**src/rtl/rbhc_pkg.sv**
```systemverilog
package rbhc_pkg;
  typedef enum logic [1:0] {
    CLS_HIT      = 2'd0,
    CLS_EMPTY    = 2'd1,
    CLS_CONFLICT = 2'd2
  } rb_class_e;
endpackage

```
**src/rtl/rbhc_addr_map.sv**
```systemverilog
module rbhc_addr_map #(
  parameter int unsigned ADDR_W = 32,
  parameter int unsigned OFF_W  = 6,
  parameter int unsigned CH_W   = 1,
  parameter int unsigned BK_W   = 3,
  parameter int unsigned COL_W  = 7,
  parameter int unsigned SEG_W  = 4,
  localparam int unsigned ROW_W = ADDR_W - OFF_W - CH_W - BK_W - COL_W,
  localparam int unsigned TAG_W = ROW_W + SEG_W
) (
  input  logic [ADDR_W-1:0] addr_i,
  input  logic              map_block_i,
  output logic [CH_W-1:0]   ch_o,
  output logic [BK_W-1:0]   bank_o,
  output logic [ROW_W-1:0]  row_o,
  output logic [COL_W-1:0]  col_o,
  output logic [TAG_W-1:0]  tag_o
);
  localparam int unsigned RI_CH  = OFF_W + COL_W;
  localparam int unsigned RI_BK  = RI_CH + CH_W;
  localparam int unsigned BI_BK  = OFF_W + CH_W;
  localparam int unsigned BI_COL = BI_BK + BK_W;

  logic unused_offset;
  assign unused_offset = ^addr_i[OFF_W-1:0];

  assign row_o = addr_i[ADDR_W-1 -: ROW_W];

  always_comb begin
    if (map_block_i) begin
      ch_o   = addr_i[OFF_W +: CH_W];
      bank_o = addr_i[BI_BK +: BK_W];
      col_o  = addr_i[BI_COL +: COL_W];
    end else begin
      col_o  = addr_i[OFF_W +: COL_W];
      ch_o   = addr_i[RI_CH +: CH_W];
      bank_o = addr_i[RI_BK +: BK_W];
    end
  end

  // Slice select = upper column bits; a full-row buffer has none.
  generate
    if (SEG_W == 0) begin : g_full_row
      assign tag_o = row_o;
    end else begin : g_slice
      assign tag_o = {row_o, col_o[COL_W-1 -: SEG_W]};
    end
  endgenerate
endmodule

```
**src/rtl/rbhc_tag_table.sv**
```systemverilog
module rbhc_tag_table
  import rbhc_pkg::*;
#(
  parameter int unsigned IDX_W = 4,
  parameter int unsigned TAG_W = 19,
  localparam int unsigned NENT = 1 << IDX_W
) (
  input  logic             clk_i,
  input  logic             rst_ni,
  input  logic             req_i,
  input  logic [IDX_W-1:0] idx_i,
  input  logic [TAG_W-1:0] tag_i,
  output rb_class_e        cls_o
);
  logic [NENT-1:0]  valid_q;
  logic [TAG_W-1:0] tag_q [NENT];

  always_comb begin
    if (!valid_q[idx_i])           cls_o = CLS_EMPTY;
    else if (tag_q[idx_i] == tag_i) cls_o = CLS_HIT;
    else                           cls_o = CLS_CONFLICT;
  end

  always_ff @(posedge clk_i or negedge rst_ni) begin
    if (!rst_ni) begin
      valid_q <= '0;
      for (int i = 0; i < NENT; i++) tag_q[i] <= '0;
    end else if (req_i) begin
      valid_q[idx_i] <= 1'b1;
      tag_q[idx_i]   <= tag_i;
    end
  end

  AST_TAG_LOADED: assert property (@(posedge clk_i) disable iff (!rst_ni)
    req_i |=> valid_q[$past(idx_i)]);
  AST_REPEAT_HITS: assert property (@(posedge clk_i) disable iff (!rst_ni)
    req_i |=> (!(req_i && idx_i == $past(idx_i) && tag_i == $past(tag_i)) || cls_o == CLS_HIT));
  AST_OTHER_BANK_KEPT: assert property (@(posedge clk_i) disable iff (!rst_ni)
    (req_i && idx_i != 0) |=> $stable(tag_q[0]));
endmodule

```
**src/rtl/rbhc_sat_counter.sv**
```systemverilog
module rbhc_sat_counter #(
  parameter int unsigned W = 32
) (
  input  logic         clk_i,
  input  logic         rst_ni,
  input  logic         clr_i,
  input  logic         inc_i,
  output logic [W-1:0] cnt_o
);
  localparam logic [W-1:0] MAX = '1;
  logic [W-1:0] cnt_q;

  always_ff @(posedge clk_i or negedge rst_ni) begin
    if (!rst_ni)                     cnt_q <= '0;
    else if (clr_i)                  cnt_q <= '0;
    else if (inc_i && cnt_q != MAX)  cnt_q <= cnt_q + 1'b1;
  end

  assign cnt_o = cnt_q;

  AST_CNT_CLEAR: assert property (@(posedge clk_i) disable iff (!rst_ni)
    clr_i |=> cnt_q == '0);
  AST_CNT_SATURATE: assert property (@(posedge clk_i) disable iff (!rst_ni)
    (cnt_q == MAX && !clr_i) |=> cnt_q == MAX);
  AST_CNT_HOLD: assert property (@(posedge clk_i) disable iff (!rst_ni)
    (!inc_i && !clr_i) |=> $stable(cnt_q));
endmodule

```
**src/rtl/partial_rowbuf_classifier.sv**
```systemverilog
module partial_rowbuf_classifier
  import rbhc_pkg::*;
#(
  parameter int unsigned ADDR_W         = 32,
  parameter int unsigned NUM_CH         = 2,
  parameter int unsigned NUM_BANK       = 8,
  parameter int unsigned CHIPS          = 8,
  parameter int unsigned CHIP_IO_BYTES  = 8,
  parameter int unsigned CHIP_ROW_BYTES = 1024,
  parameter int unsigned SEG_BYTES      = 64,
  parameter int unsigned CNT_W          = 32,
  localparam int unsigned OFF_W = $clog2(CHIPS * CHIP_IO_BYTES),
  localparam int unsigned CH_W  = $clog2(NUM_CH),
  localparam int unsigned BK_W  = $clog2(NUM_BANK),
  localparam int unsigned COL_W = $clog2(CHIP_ROW_BYTES / CHIP_IO_BYTES),
  localparam int unsigned SEG_W = $clog2(CHIP_ROW_BYTES / SEG_BYTES),
  localparam int unsigned ROW_W = ADDR_W - OFF_W - CH_W - BK_W - COL_W
) (
  input  logic              clk_i,
  input  logic              rst_ni,
  input  logic              map_block_i,
  input  logic              req_valid_i,
  input  logic [ADDR_W-1:0] req_addr_i,
  input  logic              cnt_clear_i,
  output logic              res_valid_o,
  output logic [1:0]        res_kind_o,
  output logic [CH_W-1:0]   res_ch_o,
  output logic [BK_W-1:0]   res_bank_o,
  output logic [ROW_W-1:0]  res_row_o,
  output logic [COL_W-1:0]  res_col_o,
  output logic [CNT_W-1:0]  hit_cnt_o,
  output logic [CNT_W-1:0]  acc_cnt_o
);
  localparam int unsigned TAG_W = ROW_W + SEG_W;
  localparam int unsigned IDX_W = CH_W + BK_W;

  logic [CH_W-1:0]  ch_d;
  logic [BK_W-1:0]  bank_d;
  logic [ROW_W-1:0] row_d;
  logic [COL_W-1:0] col_d;
  logic [TAG_W-1:0] tag_d;
  rb_class_e        cls_d;

  rbhc_addr_map #(
    .ADDR_W (ADDR_W), .OFF_W (OFF_W), .CH_W (CH_W),
    .BK_W   (BK_W),   .COL_W (COL_W), .SEG_W (SEG_W)
  ) i_addr_map (
    .addr_i      (req_addr_i),
    .map_block_i (map_block_i),
    .ch_o        (ch_d),
    .bank_o      (bank_d),
    .row_o       (row_d),
    .col_o       (col_d),
    .tag_o       (tag_d)
  );

  rbhc_tag_table #(
    .IDX_W (IDX_W), .TAG_W (TAG_W)
  ) i_tag_table (
    .clk_i  (clk_i),
    .rst_ni (rst_ni),
    .req_i  (req_valid_i),
    .idx_i  ({ch_d, bank_d}),
    .tag_i  (tag_d),
    .cls_o  (cls_d)
  );

  rbhc_sat_counter #(.W (CNT_W)) i_acc_cnt (
    .clk_i  (clk_i),
    .rst_ni (rst_ni),
    .clr_i  (cnt_clear_i),
    .inc_i  (req_valid_i),
    .cnt_o  (acc_cnt_o)
  );

  rbhc_sat_counter #(.W (CNT_W)) i_hit_cnt (
    .clk_i  (clk_i),
    .rst_ni (rst_ni),
    .clr_i  (cnt_clear_i),
    .inc_i  (req_valid_i && cls_d == CLS_HIT),
    .cnt_o  (hit_cnt_o)
  );

  always_ff @(posedge clk_i or negedge rst_ni) begin
    if (!rst_ni) begin
      res_valid_o <= 1'b0;
      res_kind_o  <= 2'd0;
      res_ch_o    <= '0;
      res_bank_o  <= '0;
      res_row_o   <= '0;
      res_col_o   <= '0;
    end else begin
      res_valid_o <= req_valid_i;
      if (req_valid_i) begin
        res_kind_o <= cls_d;
        res_ch_o   <= ch_d;
        res_bank_o <= bank_d;
        res_row_o  <= row_d;
        res_col_o  <= col_d;
      end
    end
  end

  AST_RES_AFTER_REQ: assert property (@(posedge clk_i) disable iff (!rst_ni)
    req_valid_i |=> res_valid_o);
  AST_RES_QUIET: assert property (@(posedge clk_i) disable iff (!rst_ni)
    !req_valid_i |=> !res_valid_o);
  AST_KIND_LEGAL: assert property (@(posedge clk_i) disable iff (!rst_ni)
    res_valid_o |-> res_kind_o != 2'd3);
  AST_HIT_LE_ACC: assert property (@(posedge clk_i) disable iff (!rst_ni)
    hit_cnt_o <= acc_cnt_o);
endmodule

```
**config.mk**
```make
export PLATFORM = sky130hd
export DESIGN_NAME = partial_rowbuf_classifier
export DESIGN_NICKNAME = d
export VERILOG_FILES = /design/src/rtl/rbhc_pkg.sv /design/src/rtl/rbhc_addr_map.sv /design/src/rtl/rbhc_tag_table.sv /design/src/rtl/rbhc_sat_counter.sv /design/src/rtl/partial_rowbuf_classifier.sv
export SDC_FILE = /design/constraint.sdc
export NUM_CORES = 1
export LEC_CHECK = 0
export ABC_CLOCK_PERIOD_IN_PS = 2780
export CAP_MARGIN = 20
export CORE_MARGIN = 5
export CORE_UTILIZATION = 54
export CTS_CLUSTER_SIZE = 8
export DETAILED_ROUTE_END_ITERATION = 7
export GPL_ROUTABILITY_DRIVEN = 0
export PLACE_DENSITY = 0.77
export SLEW_MARGIN = 15
export SYNTH_ARGS = -nofsm -noshare
export SYNTH_HDL_FRONTEND = slang
export SYNTH_SLANG_ARGS = --single-unit
```
**constraint.sdc**
```tcl
create_clock -name clk_i -period 2.78 [get_ports clk_i]
set_input_delay 0.695 -clock clk_i [delete_from_list [all_inputs] [get_ports clk_i]]
set_output_delay 0.695 -clock clk_i [all_outputs]
set_load 0.1 [all_outputs]
```
==> impl_results.md, run 1 <==
- Top cells by area, synth: dfrtp_1 (51%), mux2_2 (15%), a21o_1 (9.2%)
- Fraction of layout cells with a size suffix above 1: 0.419
- Bufs on Longest Clock Path: 3
- Slew headroom: 0.477
- # setup viols final: 33
- FP Rows: 70
- I/O pins: 130
- Syn Inst Count: 1769
- Gr ovfl total: 0
- Setup WS post-layout: -784 ps
- Count of cell types in the netlist: 65
- FF+latch count, synth: 413
- DR vias/cell: 6.53
- Maxcap violations: 0
- Status: finished, violations left
- # port buffers: 123
- Arrival @ worst endpoint: 4100 ps
- Final total power: 18300 uW
- Pwr dens: 687 nW/um^2
- Hpwl dp: 39.0 mm
- Number of DRC markers in iteration 0: 1508
- Fmax: 0.281 GHz
- Placed inst area: 23500 sq um
- Area leader, netlist: dfrtp_1
- Yosys warning count: 0
- Reg2Reg Depth: 12
- Worst setup EP type: flip-flop
- Core Area: 36700 sq um
- RR Startpoint: i_hit_cnt.cnt_o[17]
- Synthesized area per cell: 11.4 sq um
- Hold-fix buffers, CTS: 0
- Synth Flop Type: dfrtp_1
- Die Wd: 203 um
- TritonCTS Buffers: 57
- Max-slew violations: 0
- Mapped Area: 20200 sq um
- Fin area: 26700 sq um
- Failing checks: negative setup slack
- Clock skew: 24.4 ps
- Final min period: 3560 ps
- R2R Setup Slk: -320 ps
- Initial antenna violation count: 0
- Post-synthesis sequential area ratio: 0.513
- Number of global-route vias before repair: 17400
- RSZ-0062 raised after global routing: yes
- Worst min-delay path category: in -> async
- Synth top area share: 0.513
- Antenna viol nets, final: 0
- Die H: 203 um
- Net count, final: 2108
- Clock Latency Late Sink: 610 ps
- Syn nets: 1808
- Max IR drop VDD: 0.510 mV
- First-pass GRT wire length: 100 mm
- Final hold vios: 0
- Sequential cell area: 10400 sq um
- Crit path required time: 3310 ps
- Multi-input gate area: 9830 sq um
- Setup crit start kind: primary input
- Average routed wire per standard cell: 25.8 um
- Worst-path fanout max: 8
- Sink Count: 413
- DRC: 0
- CTS tree: built
- Worst-Margin Slew: 784 ps
- Gr usage total: 0.307
- Vias: 16666
- Largest net degree at the start of global routing: 75
- Post-synth EDFFs: 0
- Asr flop ratio synth: 1.00
- Leakage power: 0.0120 uW
- Critical R2R Capture: i_hit_cnt.cnt_o[1]
- Total Wirelength: 66.0 mm
- Post-route clock period utilization: 1.28
- Root Driver: clkbuf_16
- Layout fillers: 2266
- Initial Utilization: 0.549
- Htree depth: 2
- Router iterations before antenna repair: 6
- Worst-path clk slew: 60 ps
- Hold WS: 38.7 ps
- Area grow syn2layout: 32.2%
- # diodes: 0
- Crit Path Class: in -> reg
- Die area: 41300 sq um
-- cell usage after synthesis (10+ instances only) --
| cell | instances |
|---|---|
| dfrtp_1 | 413 |
| mux2_2 | 260 |
| a21o_1 | 248 |
| nand2_1 | 112 |
| a21oi_1 | 81 |
| clkbuf_1 | 78 |
| o21ai_0 | 72 |
| nor2_1 | 65 |
| a41oi_1 | 53 |
| buf_2 | 38 |
| xor2_1 | 25 |
| nand3_1 | 22 |
| xnor2_1 | 21 |
| nand2b_1 | 18 |
| nand4_1 | 18 |
| buf_1 | 17 |
| buf_6 | 17 |
| nor2b_1 | 15 |
| and3_1 | 14 |
| buf_4 | 14 |
| o41ai_1 | 14 |
| or3_1 | 12 |
| inv_1 | 11 |
| mux2i_1 | 11 |
| nor4_1 | 11 |
| o2111ai_1 | 10 |
| or4_1 | 10 |
-- metrics by stage --
stage	util	cells	worst slack (ps)	TNS, ps
floorplan	-	1769	-631	-14990
global placement	0.641	2416	-1630	-216020
detailed placement	0.641	2416	-1690	-228470
CTS	0.716	2541	-559	-14940
global route	0.727	2552	-976	-24000
finish	0.727	2552	-784	-21030
-- report_power, final --
part | internal [uW] | switching [uW] | leakage (uW)
clock | 3750 | 2520 | 0.000751
combinational | 1840 | 1920 | 0.00615
sequential | 7430 | 860 | 0.00510
-- cell usage in the layout, fill, tap and decap left out, drive strengths merged, types with 3 or more instances in the layout --
master and n:
a2111oi 9, a21o 248, a21oi 82, a41oi 55, and2 6, and3 14
and4 3, buf 377, bufbuf 3, clkbuf 75, clkdlybuf4s15 3, clkdlybuf4s50 18
dfrtp 413, inv 12, mux2 266, mux2i 11, nand2 112, nand2b 18
nand3 23, nand3b 4, nand4 18, nor2 66, nor2b 15, nor3 9
nor4 11, o2111ai 10, o21a 5, o21ai 73, o22ai 3, o311ai 3
o31ai 8, o41ai 15, or2 4, or3 12, or3b 3, or4 10
xnor2 21, xor2 25
-- final cells by class --
class | count | area share
Inverter | 11 | 0.00155
Clock buffer | 72 | 0.0572
Multi-Input combinational cell | 1181 | 0.369
Tap cell | 468 | 0.0220
Sequential cell | 413 | 0.390
Timing Repair Buffer | 405 | 0.160
Clock inverter | 2 | 0.000516
-- flip-flops by register name, summed over array words and instances (netlist names) --
signal               cells
res_col_o                7
res_ch_o                 1
res_valid_o              1
i_hit_cnt.cnt_o         32
res_row_o               15
i_tag_table.tag_q      304
i_acc_cnt.cnt_o         32
res_bank_o               3
i_tag_table.valid_q     16
res_kind_o               2
-- repair_timing --
action | 4_1_cts | 5_1_grt
setup endpoints to repair | 134 | 43
pin swaps | 65 | 27
resized for setup | 154 | 50
cloned | 11 | 3
hold endpoints to repair | 0 | 0
setup buffers | 42 | 10
-- cells by family after synthesis --
| family | after synthesis | share of synthesized area |
|---|---|---|
| AO/OA/AOI/OAI | 524 | 0.184 |
| XOR/XNOR | 46 | 0.0200 |
| adder cells (fa/ha/maj) | 2 | 0.00124 |
| buffers and inverters | 176 | 0.0441 |
| flip-flops | 413 | 0.513 |
| multiplexers | 279 | 0.156 |
| AND/OR/NAND/NOR | 329 | 0.0815 |
-- worst max path at each step --
| stage | slack, ps | start | endpoint | depth (start not counted) |
|---|---|---|---|---|
| floorplan | -630 | map_block_i | i_hit_cnt.cnt_o[29] | 15 |
| global placement | -1630 | map_block_i | i_hit_cnt.cnt_o[6] | 15 |
| detailed placement | -1690 | map_block_i | i_hit_cnt.cnt_o[30] | 15 |
| CTS | -560 | map_block_i | i_hit_cnt.cnt_o[19] | 16 |
| global route | -980 | req_addr_i[8] | i_hit_cnt.cnt_o[19] | 17 |
| finish | -780 | req_addr_i[15] | i_hit_cnt.cnt_o[19] | 16 |
-- worst max-delay path, cell delays in order --
cell	delay [ps]
buf_2	120
or3b_4	430
buf_12	170
buf_16	140
buf_12	130
a21oi_1	190
o41ai_2	100
nand4_1	130
xor2_1	280
nand3_1	210
nor3_4	360
buf_4	170
buf_6	90
nand4b_1	180
or4_1	500
a21oi_2	170
-- layer usage --
layer / track usage / up-vias / wire, um
li1: - / 7028 / -
met1: 0.385 / 8401 / 24900
met2: 0.502 / 944 / 31600
met3: 0.0623 / 293 / 5680
met4: 0.170 / 0 / 3810
met5: 0 / - / 0
No activity file was read; power rests on OpenSTA's default activity.
==> inputs of run 2 (changes only) <==
- CORE_MARGIN: 5 -> default
==> impl_results.md, run 2 (synthesis results as in run 1) <==
- Pwr dens: 685 nW/um^2
- # port buffers: 123
- Area grow syn2layout: 32.2%
- Max IR drop VDD: 0.612 mV
- Crit path required time: 3270 ps
- Worst setup EP type: flip-flop
- Setup WS post-layout: -817 ps
- Number of DRC markers in iteration 0: 1455
- FP Rows: 70
- I/O pins: 130
- Clock skew: 24.8 ps
- Maxcap violations: 0
- Most common cell after layout, fill and taps aside: dfrtp_1
- Switch Pwr: 5340 uW
- Bufs on Longest Clock Path: 3
- Most frequent cells in the layout: dfrtp_1 (384), buf_4 (278), mux2_2 (257)
- First-pass GRT wire length: 96.9 mm
- Core Area: 36700 sq um
- Worst-path clk slew: 50 ps
- Hold WS: 470 ps
- Root Driver: clkbuf_16
- Worst-Margin Slew: 764 ps
- # diodes: 0
- DRC: 0
- Die area: 38100 sq um
- CTS tree: built
- Final hold vios: 0
- Status: finished, violations left
- Post-Place Cells: 2407
- Switching Fraction: 0.292
- Average routed wire per standard cell: 26.0 um
- Arrival @ worst endpoint: 4090 ps
- Die Wd: 195 um
- Worst-path fanout max: 7
- Die H: 195 um
- Leakage power: 0.0120 uW
- Hpwl dp: 37.8 mm
- Clock power frac: 0.338
- Post-route clock period utilization: 1.29
- Clock Latency Late Sink: 630 ps
- Slew headroom: 0.490
- RSZ-0062 raised after global routing: yes
- # setup viols final: 33
- Max reg flops: 304
- Fin cells: 2553
- Sink Count: 413
- Final min period: 3600 ps
- Htree depth: 2
- Reg with most FFs: i_tag_table.tag_q
- Router iterations before antenna repair: 7
- Crit Path Class: in -> reg
- Net count, final: 2111
- Fmax: 0.278 GHz
- Antenna viol nets, final: 0
- Flop pwr share: 0.454
- Gr ovfl total: 0
- Max incr delay on CP: 290 ps
- Multi-input gate area: 9850 sq um
- Setup crit start kind: primary input
- Initial antenna violation count: 0
- Number of global-route vias before repair: 16892
- DR vias/cell: 6.57
- Sequential cell area: 10400 sq um
- Failing checks: negative setup slack
- CP max-delay cell: nand4_1
- Initial Utilization: 0.549
- Largest net degree at the start of global routing: 115
- TritonCTS Buffers: 57
- Gr usage total: 0.329
- Fraction of layout cells with a size suffix above 1: 0.421
- Comb power frac: 0.208
- Worst min-delay path category: reg -> reg
- Vias: 16784
- Pint: 12900 uW
- Max-slew violations: 0
- Total Wirelength: 66.3 mm
- CP Cell Sequence: buf_12, buf_8, buf_12, buf_6, nand2_2, o22a_4, buf_12, buf_4, a41oi_2, nor4_2, xnor2_1, nand4_1, buf_4, nor3_4, nand3b_1, buf_6, buf_6, clkbuf_16, o31a_1, o21a_1
- Layout fillers: 2282
## run 2: changes by cell type in the layout (fill, tap and decap cells not counted), moves of 5 or more
cell,change
a41oi_2,+6
a21oi_1,+6
o41ai_1,+8
a41oi_1,-7
o41ai_2,-8
a21oi_2,-5
## run 2: metrics by stage
stage / worst slack, ps / utilization / instance area [sq um] / setup TNS, ps / power [uW]
6_report: -817 / 0.727 / 26700 / -22990 / 18300
5_1_grt: -835 / 0.727 / 26700 / -24240 / 18900
4_1_cts: -639 / 0.701 / 25700 / -16980 / 18000
3_5_place_dp: -1860 / 0.637 / 23400 / -198880 / 11700
3_3_place_gp: -1770 / 0.637 / 23400 / -182130 / 11500
2_1_floorplan: -631 / - / 20500 / -14990 / 10500
## run 2: worst paths after layout
check | from | end | slack [ps] | depth (start not counted)
setup / recovery | map_block_i | i_hit_cnt.cnt_o[12] | -820 | 20
hold / removal | i_tag_table.valid_q[0] | i_tag_table.valid_q[0] | 470 | 1
setup reg to reg | i_hit_cnt.cnt_o[19] | i_hit_cnt.cnt_o[1] | -370 | 13
hold reg to reg | i_tag_table.valid_q[0] | i_tag_table.valid_q[0] | 470 | 1
max in group asynchronous | rst_ni | i_tag_table.tag_q[252] | 1230 | 3
min in group asynchronous | rst_ni | res_col_o[3] | 560 | 2
## run 2: critical path: cells and delay by family
kind,cells,cell delay [ps]
buffers and inverters,10,1390
AOI/OAI and AO/OA,4,870
and+or+nand+nor,5,850
xor gates and xnor gates,1,280
## run 2: power groups by stage
stage / Combinational, uW / Clock, uW / Sequential, uW
after detailed placement: 3410 / 0 / 8300
after global routing: 4030 / 6490 / 8420
after floorplan: 2070 / 0 / 8380
after CTS: 3580 / 6220 / 8230
after global placement: 3270 / 0 / 8240
final: 3790 / 6170 / 8300
## run 2: cell type report
| type | count | share of cell area |
|---|---|---|
| well taps | 468 | 0.0220 |
| clock buffers | 68 | 0.0550 |
| clock inverters | 4 | 0.00174 |
| multi-input cells | 1181 | 0.369 |
| repair buffers | 408 | 0.160 |
| inverters | 11 | 0.00155 |
| flip-flops and latches | 413 | 0.390 |
## run 2: repair_timing
action                                 4_1_cts  5_1_grt
gates cloned                                 8       10
gates resized for setup                     92      108
setup endpoints to repair                   48       38
endpoints found under the hold margin       33        0
pin swaps                                   37       51
setup buffers                               32       25
hold buffers                                 1        0
## run 2: metal layers
metal  routed length (um)  share of wire  GRT usage
met2                31100           0.47      0.528
met1                25200           0.38      0.419
met3                 5750          0.087     0.0701
met5                    0              0          0
met4                 4130          0.062      0.179
